==> src/rtl/uart_irq_pkg.sv <==
package uart_irq_pkg;

  localparam int NUM_SRC = 5;

  // Source index, 0 is the most urgent
  localparam int SRC_LINE = 0;
  localparam int SRC_TMO  = 1;
  localparam int SRC_RXD  = 2;
  localparam int SRC_THRE = 3;
  localparam int SRC_MDM  = 4;

  localparam logic [3:0] CODE_NONE = 4'h1;

  function automatic logic [3:0] src_code(input int idx);
    case (idx)
      SRC_LINE: src_code = 4'h6;
      SRC_TMO:  src_code = 4'hC;
      SRC_RXD:  src_code = 4'h4;
      SRC_THRE: src_code = 4'h2;
      default:  src_code = 4'h0;
    endcase
  endfunction

  // Trigger level from select code, scaled to FIFO depth
  function automatic int trig_level(input logic [1:0] sel, input int depth);
    case (sel)
      2'd0:    trig_level = 1;
      2'd1:    trig_level = depth / 4;
      2'd2:    trig_level = depth / 2;
      default: trig_level = depth - 2;
    endcase
  endfunction

endpackage

==> src/rtl/uart_irq_src.sv <==
module uart_irq_src
  import uart_irq_pkg::*;
#(
  parameter int FIFO_DEPTH = 16,
  parameter int CNT_W      = $clog2(FIFO_DEPTH + 1)
) (
  input  logic [3:0]       en,
  input  logic [3:0]       lsr_err,
  input  logic             rx_ready,
  input  logic [CNT_W-1:0] rx_count,
  input  logic [1:0]       trig_sel,
  input  logic             timeout_pend,
  input  logic             thre_pend,
  input  logic [3:0]       msr_delta,
  input  logic             fifo_en,
  output logic [NUM_SRC-1:0] req
);

  logic             level_met;
  logic [CNT_W-1:0] level;

  always_comb begin
    level     = CNT_W'(trig_level(trig_sel, FIFO_DEPTH));
    level_met = (rx_count >= level);
  end

  always_comb begin
    req           = '0;
    req[SRC_LINE] = en[2] & (|lsr_err);
    req[SRC_TMO]  = en[0] & timeout_pend;
    req[SRC_RXD]  = en[0] & rx_ready & (~fifo_en | level_met);
    req[SRC_THRE] = en[1] & thre_pend;
    req[SRC_MDM]  = en[3] & (|msr_delta);
  end

endmodule

==> src/rtl/uart_irq_prio.sv <==
module uart_irq_prio
  import uart_irq_pkg::*;
(
  input  logic [NUM_SRC-1:0] req,
  output logic [3:0]         code
);

  logic [NUM_SRC-1:0] grant;
  logic [NUM_SRC:0]   taken;

  assign taken[0] = 1'b0;

  for (genvar i = 0; i < NUM_SRC; i++) begin : g_chain
    assign grant[i]   = req[i] & ~taken[i];
    assign taken[i+1] = taken[i] | req[i];
  end

  always_comb begin
    code = CODE_NONE;
    for (int i = 0; i < NUM_SRC; i++) begin
      if (grant[i]) code = src_code(i);
    end
  end

endmodule

==> src/rtl/uart_irq_thre.sv <==
module uart_irq_thre (
  input  logic clk,
  input  logic rst,
  input  logic thr_wr,
  input  logic thr_drained,
  input  logic ier_wr,
  input  logic thr_empty,
  input  logic iir_rd,
  input  logic shows_thre,
  output logic pend_nxt,
  output logic pend_q
);

  always_comb begin
    pend_nxt = pend_q;
    if (thr_wr)
      pend_nxt = 1'b0;
    else if (thr_drained || (ier_wr && thr_empty))
      pend_nxt = 1'b1;
    else if (iir_rd && shows_thre)
      pend_nxt = 1'b0;
  end

  always_ff @(posedge clk) begin
    if (rst) pend_q <= 1'b0;
    else     pend_q <= pend_nxt;
  end

endmodule

==> src/rtl/uart_irq_ident.sv <==
module uart_irq_ident
  import uart_irq_pkg::*;
#(
  parameter int FIFO_DEPTH = 16,
  parameter int CNT_W      = $clog2(FIFO_DEPTH + 1)
) (
  input  logic             clk,
  input  logic             rst,
  input  logic             ier_wr,
  input  logic [3:0]       ier_wr_data,
  input  logic             thr_wr,
  input  logic             thr_drained,
  input  logic             thr_empty,
  input  logic             iir_rd,
  input  logic [3:0]       lsr_err,
  input  logic             rx_ready,
  input  logic [CNT_W-1:0] rx_count,
  input  logic [1:0]       trig_sel,
  input  logic             timeout_pend,
  input  logic [3:0]       msr_delta,
  input  logic             fifo_en,
  output logic [3:0]       ier_q,
  output logic [7:0]       iir,
  output logic             irq
);

  logic [3:0]         ier_nxt;
  logic               pend_nxt;
  logic               pend_q;
  logic [NUM_SRC-1:0] req;
  logic [3:0]         code;
  logic [7:0]         iir_q;
  logic               irq_q;

  assign ier_nxt = ier_wr ? ier_wr_data : ier_q;

  uart_irq_thre u_thre (
    .clk        (clk),
    .rst        (rst),
    .thr_wr     (thr_wr),
    .thr_drained(thr_drained),
    .ier_wr     (ier_wr),
    .thr_empty  (thr_empty),
    .iir_rd     (iir_rd),
    .shows_thre (iir_q[3:0] == src_code(SRC_THRE)),
    .pend_nxt   (pend_nxt),
    .pend_q     (pend_q)
  );

  uart_irq_src #(
    .FIFO_DEPTH(FIFO_DEPTH),
    .CNT_W     (CNT_W)
  ) u_src (
    .en          (ier_nxt),
    .lsr_err     (lsr_err),
    .rx_ready    (rx_ready),
    .rx_count    (rx_count),
    .trig_sel    (trig_sel),
    .timeout_pend(timeout_pend),
    .thre_pend   (pend_nxt),
    .msr_delta   (msr_delta),
    .fifo_en     (fifo_en),
    .req         (req)
  );

  uart_irq_prio u_prio (
    .req (req),
    .code(code)
  );

  always_ff @(posedge clk) begin
    if (rst) begin
      ier_q <= '0;
      iir_q <= {4'h0, CODE_NONE};
      irq_q <= 1'b0;
    end else begin
      ier_q <= ier_nxt;
      iir_q <= {{2{fifo_en}}, 2'b00, code};
      irq_q <= (code != CODE_NONE);
    end
  end

  assign iir = iir_q;
  assign irq = irq_q;

endmodule

==> config.mk <==
export PLATFORM = sky130hd
export DESIGN_NAME = uart_irq_ident
export DESIGN_NICKNAME = d
export VERILOG_FILES = /design/src/rtl/uart_irq_pkg.sv /design/src/rtl/uart_irq_src.sv /design/src/rtl/uart_irq_prio.sv /design/src/rtl/uart_irq_thre.sv /design/src/rtl/uart_irq_ident.sv
export SDC_FILE = /design/constraint.sdc
export NUM_CORES = 1
export LEC_CHECK = 0
export BUFFER_PORTS_ARGS = -buffer_cell sky130_fd_sc_hd__buf_2
export CORE_MARGIN = 2
export CORE_UTILIZATION = 42
export DETAILED_ROUTE_END_ITERATION = 6
export GPL_ROUTABILITY_DRIVEN = 0
export PLACE_DENSITY = 0.81
export SLEW_MARGIN = 5
export SYNTH_ARGS = -nofsm -noshare
export SYNTH_HDL_FRONTEND = slang
export SYNTH_SLANG_ARGS = --single-unit
==> constraint.sdc <==
create_clock -name clk -period 3.7 [get_ports clk]
set_input_delay 0.74 -clock clk [delete_from_list [all_inputs] [get_ports clk]]
set_output_delay 0.74 -clock clk [all_outputs]
set_load 0.005 [all_outputs]
Word-level counts from Yosys, hierarchy flattened
Cells that the tools add are included.
{"block": "totals", "register_bits": 13, "latch_bits": 0, "ramBits": 0, "mem_bits_ro": 0, "in_bits": 29, "output_inout_bits": 13, "elab_cells": 45, "n_memories": 0}
{"block": "op_classes", "add_sub_neg": 0, "multipliers": 0, "n_div": 0, "order_cmp": 1, "eq_ne": 4, "shifts": 0, "n_mux": 10, "bitwise": 19, "n_reduce_logical": 6}
{"cell": "2-to-1 mux 4 bit", "count": 5}
{"cell": "case mux 4 bit (3 select lines)", "count": 1}
{"cell": "AND 1 bit", "count": 10}
{"cell": "OR reduction 4 bit", "count": 2}
{"cell": ">= comparator 5 x 4 -> 1 bit", "count": 1}
{"cell": "NOT 1 bit", "count": 5}
{"cell": "== test 4 x 2 -> 1 bit, second input constant", "count": 1}
{"cell": "!= test 4 x 1 -> 1 bit, second input constant", "count": 1}
{"cell": "bitwise OR 1 bit", "count": 4}
{"cell": "2-to-1 mux 1 bit", "count": 3}
{"cell": "2-to-1 mux 3 bit", "count": 1}
{"cell": "== test 2 x 1 -> 1 bit, second input constant", "count": 1}
{"cell": "== test 2 bit, second input constant", "count": 1}
{"cell": "logical AND 1 bit", "count": 2}
{"cell": "logical NOT 2 bit", "count": 1}
{"cell": "logical OR 1 bit", "count": 1}

Depth between registers and ports, before layout
{"block": "depth", "word_depth": 11, "depth_mapped": 6}

Modules after synthesis
From an unflattened synthesis, not the netlist that was laid out.
{"block": "hier_totals", "cells_unflattened": 59, "hier_area_um2": 589.3}
{"module": "uart_irq_ident", "n_inst": 1, "cells_per_inst": 30, "area_per_inst_um2": 349.1}
{"module": "uart_irq_src", "n_inst": 1, "cells_per_inst": 19, "area_per_inst_um2": 148.9}
{"module": "uart_irq_thre", "n_inst": 1, "cells_per_inst": 5, "area_per_inst_um2": 52.6}
{"module": "uart_irq_prio", "n_inst": 1, "cells_per_inst": 5, "area_per_inst_um2": 38.8}

Least setup slack after synthesis
No wires, ideal clock.
{"block": "synth_path", "path_kind": "in2reg", "from": "input port trig_sel[1]", "to": "register irq_q, in the netlist irq", "setup_time_ps": 152, "arrival_ps": 1702, "required_time_ps": 3548, "path_slack_ps": 1845, "cell_stages": 6, "n_path_buf": 0, "cell_sequence": "nand2_1 > ha_1 > and4b_1 > a31oi_1 > a2bb2oi_2 > a41oi_1"}
{"block": "synth_via", "elab_chain_cells": 11, "elab_cells_between_ends": 18, "classes_between": "order compare: 1; eq/ne: 3; mux: 4; bitwise: 9; reduce/logical: 1"}
{"element": "start, declared", "line": "uart_irq_ident.sv:18", "source": "input logic [1:0] trig_sel,"}
{"element": "== test 2 bit, or another cell as far along", "line": "uart_irq_pkg.sv:26", "source": "case (sel)"}
{"element": "case mux 4 bit (3 select lines) (*)", "line": "uart_irq_pkg.sv:26"}
{"element": ">= comparator 5 x 4 -> 1 bit (*)", "line": "uart_irq_src.sv:24", "source": "level_met = (rx_count >= level);"}
{"element": "bitwise OR 1 bit (*)", "line": "uart_irq_src.sv:31", "source": "req[SRC_RXD] = en[0] & rx_ready & (~fifo_en | level_met);"}
{"element": "AND 1 bit (*)", "line": "uart_irq_src.sv:31"}
{"element": "bitwise OR 1 bit", "line": "uart_irq_prio.sv:15", "source": "assign taken[i+1] = taken[i] | req[i];"}
{"element": "NOT 1 bit or bitwise OR 1 bit (tied branches)", "line": "uart_irq_prio.sv:14, uart_irq_prio.sv:15"}
{"element": "AND 1 bit or NOT 1 bit (tied branches)", "line": "uart_irq_prio.sv:14", "source": "assign grant[i] = req[i] & ~taken[i];"}
{"element": "2-to-1 mux 4 bit or AND 1 bit (tied branches)", "line": "uart_irq_prio.sv:21, uart_irq_prio.sv:14"}
{"element": "2-to-1 mux 4 bit (*)", "line": "uart_irq_prio.sv:21", "source": "if (grant[i]) code = src_code(i);"}
{"element": "!= test 4 x 1 -> 1 bit (*)", "line": "uart_irq_ident.sv:79", "source": "irq_q <= (code != CODE_NONE);"}
{"element": "end signal, assigned", "line": "uart_irq_ident.sv:79"}
{"element": "end, declared", "line": "uart_irq_ident.sv:33", "source": "logic irq_q;"}
Mark *: on every way between the ends. The rest lies on a longest branch, timed or not.
A chain may end at the register's enable or synchronous reset.

Final worst setup path
{"block": "layout_path", "from": "input port trig_sel[0]", "to": "register irq_q, in the netlist irq"}
Same word-level chain as after synthesis.

==> flow_metrics.env <==
export IMPL_status="complete, no violations"
export IMPL_synth_cell_types=33
export IMPL_skew_ps=3.02
export IMPL_overflow=0
export IMPL_area_growth_pct=34.0
export IMPL_layout_worst_path_cycle_share_pct=48.9
export IMPL_path_cells="buf_2, nand2_1, ha_1, and4b_1, a31oi_1, a2bb2oi_2, a41oi_1"
export IMPL_peakVddDrop_v=0.000157
export IMPL_synth_largest_area_cell="dfxtp_1"
export IMPL_worstPathArrival_ps=1920
export IMPL_vias=573
export IMPL_powerDensity_nw_per_um2=330
export IMPL_viasPerCell=4.86
export IMPL_worstSetupPathType="input pin to flop"
export IMPL_numCtsBuffers=3
export IMPL_yosysSeqAreaShare_pct=36.2
export IMPL_p_leak_nw=0.439
export IMPL_drtIter0Drc=14
export IMPL_ctsHtreeMaxLevel=1
export IMPL_port_buffers=39
export IMPL_numClockSinks=11
export IMPL_drv_cap=0
export IMPL_synth_area_um2=608
export IMPL_critPathLaunchType="input pin"
export IMPL_synth_top_area_share_pct=36.2
export IMPL_cp_max_fo=4
export IMPL_first_global_vias=490
export IMPL_critPathCaptureType="flop"
export IMPL_first_pass_iters=4
export IMPL_hold_viol_final=0
export IMPL_io_pins=42
export IMPL_ys_ff_latch=11
export IMPL_drtAntennaViolNets=0
export IMPL_drc=0
export IMPL_cp_slowest_cell="ha_1"
export IMPL_hp_class="flop to flop"
export IMPL_rsz0062_at_grt="false"
export IMPL_ys_warn_count=0
export IMPL_dp_hpwl_um=1070
export IMPL_grt_pass1_wl_um=1940
export IMPL_n_antenna_cell=0
export IMPL_post_cts_resized=0
export IMPL_final_layout_size_suffix_gt1_share_pct=46.6
export IMPL_nNetsFinal=137
export IMPL_cts_tree="done"
export IMPL_grt_total_usage_pct=14.2
export IMPL_place_ws_ps=1620
export IMPL_layout_common_cells="buf_2 (39), dfxtp_1 (11), nor2_1 (8)"
export IMPL_wire_per_inst_um=10.6
export IMPL_crit_required_ps=3810
export IMPL_fmax_ghz=0.553
export IMPL_clkLatencyLatePin_ps=260
export IMPL_path_buf_inv=1
export IMPL_clk_path_buf_depth=2
export IMPL_synth_cells=64
export IMPL_die_x_um=42.1
export IMPL_clkTransAtPathRegs_ps=70
export IMPL_antenna_found_initial=0
export IMPL_start_util_pct=45.6
export IMPL_core_area_um2=1330
export IMPL_tns_ps=0
export IMPL_hold_buffers=0
export IMPL_dieHeight_um=42.1
export IMPL_total_power_mw=0.269
export IMPL_syn_avg_cell_area_um2=9.50
export IMPL_final_common_cell="buf_2"
export IMPL_slew_violations=0
export IMPL_crit_family="compound AO/OA/AOI/OAI gates"
export IMPL_rows=13
export IMPL_setup_ws_ps=1890
export IMPL_grt_max_degree=11
export IMPL_setup_viol=0
export IMPL_drt_total_wl_um=1250
export IMPL_synth_area_leaders="dfxtp_1 (36%), ha_1 (8.2%), nor2_1 (4.9%)"
export IMPL_cts_root_buf="clkbuf_4"
export IMPL_finalCriticalPeriod_ps=1810
export IMPL_post_cts_buffers=0
export IMPL_worst_path_largest_cell_delay_ps=270
export IMPL_dieArea_um2=1770
[logic make-up after synthesis]
group / Yosys count / share of synthesized area [%]
multiplexers: 4 / 9.46
AO/OA/AOI/OAI: 13 / 18.1
adder cells (fa/ha/maj): 4 / 8.23
AND/OR/NAND/NOR: 19 / 16.9
buffers and inverters: 12 / 10.5
other: 1 / 0.617
flip-flops: 11 / 36.2
[cell type report]
type | instances | area, um2
multi-input cells | 42 | 328
flip-flops and latches | 11 | 220
clock buffers | 4 | 26.3
inverters | 7 | 26.3
well taps | 15 | 18.8
fillers | 129 | 519
repair buffers | 39 | 195
[worst min-delay path, stage by stage (launching register included)]
cell     delay (ps)
dfxtp_1         320
mux2i_1          90
nor2_1           80
[report_power, final]
group          internal, mW  leakage, nW  switching (mW)
registers             0.127       0.0912         0.00350
logic                0.0334        0.333          0.0277
clock network        0.0416       0.0150          0.0361
total                 0.202        0.439          0.0674
[final timing paths]
path	from	to	slack, ps	cells past startpoint
min reg2reg	ier_q[1]	ier_q[1]	530	2
max reg2reg	iir[1]	irq	2480	4
max	trig_sel[0]	irq	1890	7
min	ier_q[1]	ier_q[1]	530	2
[synth_stat cells, drive strengths merged]
master   instances
mux2i            3
o41ai            1
mux2             1
a41oi            1
nor2b            2
or2              1
nor2             8
o211ai           1
inv              7
buf              4
a31o             1
o21ai            1
and4b            1
o21a             1
a31oi            2
nor4             1
a41o             1
a2bb2oi          1
a21o             1
nand2            1
a21oi            2
and3             1
nor3b            1
nand2b           1
nor3             1
clkbuf           1
ha               4
conb             1
and2             1
dfxtp           11
[sequential cells by signal, summed over array words and instances (netlist names)]
register and flops:
u_thre.pend_q 1, irq 1, ier_q 4, iir 5
[per-stage QoR]
stage / util (%) / instances / hold WS, ps / area (um2)
final: 61.1 / 118 / 529 / 815
after global routing: 61.1 / 118 / 596 / 815
after CTS: 61.1 / 118 / 545 / 815
after detailed placement: 59.1 / 114 / 528 / 788
after global placement: 59.1 / 114 / 483 / 788
after floorplan: - / 65 / 498 / 612
[per-layer routing]
metal,GRT usage (%),vias up,routed length [um]
li1,-,298,-
met1,15.6,246,521
met2,26.6,29,622
met3,3.88,0,110
met4,3.75,0,0
met5,0,-,0
Note: power is estimated with default switching activity, not from simulation.
